===== src/rtl/tpc_pkg.sv =====
package tpc_pkg;
  localparam int unsigned N_MOD   = 4;
  localparam int unsigned N_CTL   = 4;
  localparam int unsigned PAT_W   = 1;
  localparam int unsigned MAX_LEN = 3;
  localparam int unsigned MOD_W   = (N_MOD > 1) ? $clog2(N_MOD) : 1;
  localparam int unsigned STEP_W  = (MAX_LEN > 1) ? $clog2(MAX_LEN) : 1;

  typedef logic [MOD_W-1:0]  mod_t;
  typedef logic [STEP_W-1:0] step_t;
  typedef logic [N_CTL-1:0]  ctl_t;
  typedef logic [PAT_W-1:0]  pat_t;

  typedef struct packed {
    ctl_t drv;   // lines taken over in this step
    ctl_t ones;  // lines forced to constant 1
    ctl_t pbit;  // lines fed from the pattern register
  } entry_t;

  // index of the final step of each plan
  function automatic step_t plan_last(mod_t m);
    case (m)
      2'd0: plan_last = step_t'(2);
      2'd1: plan_last = step_t'(1);
      2'd2: plan_last = step_t'(2);
      default: plan_last = step_t'(1);
    endcase
  endfunction

  function automatic entry_t plan_entry(mod_t m, step_t s);
    entry_t e;
    e = '0;
    case ({m, s})
      {2'd0, 2'd0}: e.drv = 4'b0001;
      {2'd0, 2'd1}: begin e.drv = 4'b0100; e.pbit = 4'b0100; end
      {2'd0, 2'd2}: e.drv = 4'b0100;
      {2'd1, 2'd1}: begin e.drv = 4'b1010; e.pbit = 4'b0010; end
      {2'd2, 2'd0}: begin e.drv = 4'b0111; e.ones = 4'b0100; e.pbit = 4'b0001; end
      {2'd2, 2'd1}: begin e.drv = 4'b0011; e.ones = 4'b0010; end
      {2'd3, 2'd0}: begin e.drv = 4'b1111; e.ones = 4'b0100; e.pbit = 4'b1000; end
      default: e = '0;
    endcase
    return e;
  endfunction
endpackage


===== src/rtl/tpc_sequencer.sv =====
module tpc_sequencer
  import tpc_pkg::*;
(
  input  logic  clk,
  input  logic  rst_n,
  input  logic  test_mode,
  input  logic  load,
  input  step_t last_step,
  output step_t step_q,
  output logic  active_q,
  output logic  done_q
);
  always_ff @(posedge clk or negedge rst_n) begin
    if (!rst_n) begin
      step_q   <= '0;
      active_q <= 1'b0;
      done_q   <= 1'b0;
    end else if (!test_mode) begin
      step_q   <= '0;
      active_q <= 1'b0;
      done_q   <= 1'b0;
    end else begin
      done_q <= 1'b0;
      if (load) begin
        step_q   <= '0;
        active_q <= 1'b1;
      end else if (active_q) begin
        if (step_q == last_step) begin
          step_q   <= '0;
          active_q <= 1'b0;
          done_q   <= 1'b1;
        end else begin
          step_q <= step_q + step_t'(1);
        end
      end
    end
  end

  a_r3_advance: assert property (@(posedge clk) disable iff (!rst_n)
    (test_mode && !load && active_q && step_q != last_step)
      |=> (active_q && step_q == $past(step_q) + step_t'(1)));

  a_r6_done_after_last: assert property (@(posedge clk) disable iff (!rst_n)
    (test_mode && !load && active_q && step_q == last_step) |=> (done_q && !active_q));

  a_r6_single_pulse: assert property (@(posedge clk) disable iff (!rst_n)
    done_q |=> !done_q);

  a_r7_normal_idle: assert property (@(posedge clk) disable iff (!rst_n)
    !test_mode |=> (!active_q && !done_q));
endmodule


===== config.mk =====
export PLATFORM = sky130hd
export DESIGN_NAME = tpc_sequencer
export DESIGN_NICKNAME = d
export VERILOG_FILES = /design/src/rtl/tpc_pkg.sv /design/src/rtl/tpc_sequencer.sv
export SDC_FILE = /design/constraint.sdc
export NUM_CORES = 1
export LEC_CHECK = 0
export BUFFER_PORTS_ARGS = -buffer_cell sky130_fd_sc_hd__buf_2
export CAP_MARGIN = 20
export CORE_AREA = 2 2 39 41
export DETAILED_ROUTE_END_ITERATION = 10
export DIE_AREA = 0 0 41 43
export SETUP_SLACK_MARGIN = 0.3
export SLEW_MARGIN = 10
export SYNTH_ARGS = -nofsm -noshare
export SYNTH_HDL_FRONTEND = slang
export SYNTH_SLANG_ARGS = --single-unit

===== constraint.sdc =====
create_clock -name clk -period 2.3 [get_ports clk]
set_input_delay 0.23 -clock clk [delete_from_list [all_inputs] [get_ports clk]]
set_output_delay 0.23 -clock clk [all_outputs]
set_load 0.01 [all_outputs]

# --- Word-level counts from Yosys, hierarchy flattened ---
# Cells that the tools add are included.
totals:
  ff_bits: 4
  input_bits: 6
  out_inout_bits: 4
  elab_cells: 18
op_classes:
  addsub: 1
  n_eq_ne: 2
  mux: 12
ops:
  columns: ["cell", "n"]
  rows:
  - ["1-bit two-way mux", 8]
  - ["2-bit two-way mux", 4]
  - ["3-bit by 1-bit != test with 1-bit output (second input constant)", 1]
  - ["2-bit by 1-bit adder with 2-bit output (second input constant)", 1]
  - ["2-bit == test", 1]

# --- Logic depth before layout (Yosys ltp) ---
logic_depth:
  ltp_word: 5
  ltp_mapped: 3
  depth_no_buf: 3

# --- Worst setup path after synthesis ---
# Ideal clock, no wire load.
synth_timing:
  path_kind: "register to register"
  start: "register step_q[1]"
  end: "register step_q[0]"
  setup_ns: 0.130
  t_arrival_ns: 0.853
  required_time_ns: 2.170
  setup_slack_ns: 1.317
  stages_incl_launch_ff: 4
  n_path_buf: 0
  synth_period_minus_slack_ns: 0.983
  cell_sequence: "dfrtp_1 -> xor2_1 -> o2111ai_1 -> o31ai_1"
synth_via:
  elab_chain_len: 5
synth_rtl:
  columns: ["item", "line", "rtl"]
  rows:
  - ["start, declared", "tpc_sequencer.sv:9", "output step_t step_q,"]
  - ["start signal, assigned", "tpc_sequencer.sv:33", "step_q <= step_q + step_t'(1);"]
  - ["2-bit == test", "tpc_sequencer.sv:28", "if (step_q == last_step) begin"]
  - ["2-bit two-way mux", "tpc_sequencer.sv:28", null]
  - ["2-bit two-way mux", "tpc_sequencer.sv:27", "end else if (active_q) begin"]
  - ["2-bit two-way mux", "tpc_sequencer.sv:24", "if (load) begin"]
  - ["2-bit two-way mux", "tpc_sequencer.sv:18", "end else if (!test_mode) begin"]
# Every way passes these cells. The select of a mux whose other input is x is not followed.
# A chain may end at the register's enable or synchronous reset.

# --- Worst setup path in the final report ---
layout_timing:
  start: "register active_q"
  end: "output port active_q"
layout_lines:
  columns: ["item", "line", "rtl"]
  rows:
  - ["start, declared", "tpc_sequencer.sv:10", "output logic active_q,"]
  - ["start signal, assigned", "tpc_sequencer.sv:16", "active_q <= 1'b0;"]
  - ["start signal, assigned", "tpc_sequencer.sv:20", "active_q <= 1'b0;"]
  - ["start signal, assigned", "tpc_sequencer.sv:26", "active_q <= 1'b1;"]
# No word-level cell between the ends.

==> impl_metrics.py <==
metrics = {
    "timing": {
        "finClkSkew_ns": 0.00405,
        "finalSetupViolCount": 0,
        "tns_ns": 0,
        "tightest_slew_ns": 0.234,
        "drv_slew": 0,
        "hold_violations": 0,
        "finalCriticalPeriod_ns": 1.10,
        "min_period_over_period": 0.477,
        "max_freq_ghz": 0.912,
        "max-slew-margin-rel": 0.844,
        "rsz0062_at_grt": "no",
    },
    "worst_setup_path": {
        "slowest_stage": "dfrtp_1",
        "cp_max_fo": 8,
        "crit_family": "flip-flops",
        "worstPathCellList": "buf_2",
        "critPathCaptureType": "output port",
        "critPathBufInv": 1,
        "max_stage_delay_ns": 0.46,
        "crit_cells": 1,
        "criticalPathCategory": "reg2out",
        "cp.arrival_ns": 0.87,
        "r2r_cells": 3,
        "critPathLaunchType": "flip-flop",
        "required_ns": 2.07,
    },
    "global_route": {
        "first_global_vias": 204,
        "overflow": 0,
        "grt_max_degree": 9,
        "grt.total_usage": 0.0702,
        "grt_pass1_wl_um": 752,
        "antenna_found_initial": 0,
    },
    "floorplan": {
        "die_x_um": 41,
        "row_count": 14,
        "core_region_area_um2": 1380,
        "io_pins": 10,
        "die_area_um2": 1760,
        "initial_core_util": 0.154,
        "die_y_um": 43,
    },
    "clocking": {
        "cts.sinks": 4,
        "clkTransAtPathRegs_ns": 0.03,
        "post-cts-setup-buffer-count": 0,
        "cts_max_path_buffers": 2,
        "cts_tree": "done",
        "clkLatencyLatePin_ns": 0.23,
        "clockRootBuffer": "clkbuf_4",
        "cts_made_buffers": 3,
        "htree_num_levels": 1,
    },
    "synth": {
        "yosys_warnings": 0,
        "synth.area.top_cells": "dfrtp_1, xor2_1, and3_1, nor2_1, o2111ai_1",
        "synth_seq_area_share": 0.471,
        "yosysTopAreaCell": "dfrtp_1",
        "yosysUniqueCellTypes": 15,
        "syn_avg_cell_area_um2": 9.25,
        "synth_area_um2": 213,
        "syn_nets": 29,
        "synth_top_area_frac": 0.471,
        "ys_seq_elements": 4,
        "postSynthCellCount": 23,
    },
    "run_status": {
        "status": "finished, final reports clean",
    },
    "min_path": {
        "worstHoldPathType": "in2reg",
        "hold_depth": 3,
    },
    "pwr": {
        "p_leak_nw": 0.163,
        "power_density_nw_per_um2": 605,
        "total_power_w": 0.000188,
        "vdd_ir_drop_max_mv": 0.116,
    },
    "cells_and_area": {
        "num_antenna_cells": 0,
        "syn2layout_area_growth_pct": 45.9,
        "fillCellCount": 166,
        "drive_above_1_share": 0.333,
        "nets": 44,
        "final_area_um2": 310,
        "fin_util": 0.224,
    },
    "placement": {
        "placed_area_um2": 278,
        "gp_congestion": 0.698,
        "port_buffers": 9,
    },
    "routing": {
        "vias_per_cell": 3.94,
        "drt-pass1-iter-count": 2,
        "wirelength_um": 493,
        "num_vias": 205,
        "drcViolationCount": 0,
        "wire_per_inst_um": 9.48,
        "ant_nets": 0,
        "drt-initial-drc-count": 2,
    },
    "flow_run": {
        "maxCapViolCount": 0,
    },
}
==> metal layers <==
| metal | global-route usage | part of all wire | up-vias | wire length (um) |
|---|---|---|---|---|
| li1 | - | - | 106 | - |
| met1 | 0.0673 | 0.40 | 93 | 199 |
| met2 | 0.0969 | 0.54 | 6 | 266 |
| met3 | 0 | 0.057 | 0 | 28 |
| met4 | 0.120 | 0 | 0 | 0 |
| met5 | 0 | 0 | - | 0 |
==> cell usage after synthesis <==
library cell and number:
nand2_1 2, o21ai_0 1, nor2b_1 1, xor2_1 2, nand3_1 1, nor2_1 3
inv_1 1, o211ai_1 1, dfrtp_1 4, o2111ai_1 1, and3_1 2, o31ai_1 1
or2b_1 1, a21oi_1 1, and2b_1 1
==> worst register-to-register path: cells and delay by family, from the launching register on <==
kind	cells	cell delay (ns)
flops	1	0.41
compound gates	2	0.29
xor+xnor	1	0.19
==> power by group <==
group | total (W) | switching, W | internal (W) | leakage [nW]
Sequential | 0.0000784 | 0.00000481 | 0.0000736 | 0.0540
Clock | 0.0000864 | 0.0000280 | 0.0000583 | 0.0138
Combinational | 0.0000230 | 0.0000116 | 0.0000113 | 0.0950
==> cells by family after synthesis <==
kind of cell / Yosys count / synth area share
AO/OA/AOI/OAI: 5 / 0.159
flip-flops: 4 / 0.471
buffers and inverters: 1 / 0.0176
AND/OR/NAND/NOR: 11 / 0.271
XOR/XNOR: 2 / 0.0824
==> cell type report <==
cell class              instances  area [um2]  area share
repair buffers                 10        55.1       0.177
multi-input cells              18         109       0.351
clock buffers                   3        22.5      0.0726
flip-flops and latches          4         100       0.323
well taps                      16        20.0      0.0645
inverters                       1        3.75      0.0121
==> what timing repair did <==
action / 4_1_cts / 5_1_grt
resized for setup: 0 / 0
endpoints found under the hold margin: 4 / 0
hold buffers: 1 / 0
==> sequential cells by signal (all words and copies together) (netlist names) <==
register	count
step_q	2
active_q	1
done_q	1
==> through the flow <==
stage,hold slack [ns],instances,setup slack [ns]
detailed placement,0.0403,48,1.29
global route,0.260,52,1.14
floorplan,-0.0656,23,1.32
CTS,0.241,52,1.20
finish,0.240,52,1.20
global placement,0.0370,48,1.32
==> cell usage in the layout, fill, tap and decap left out, types with 2 or more instances in the layout <==
master	count
buf_2	9
dfrtp_1	4
nor2_1	3
clkbuf_4	3
xor2_1	2
and3_1	2
nand2_1	2
==> final timing paths <==
check                           from   endpoint  slack, ns
max                         active_q   active_q       1.20
min                             load   active_q       0.24
max reg2reg                step_q[1]  step_q[0]       1.29
min reg2reg                 active_q  step_q[0]       0.61
max in group asynchronous      rst_n   active_q       1.85
min in group asynchronous      rst_n  step_q[0]       0.33
Power figures use the tool's default switching activity.
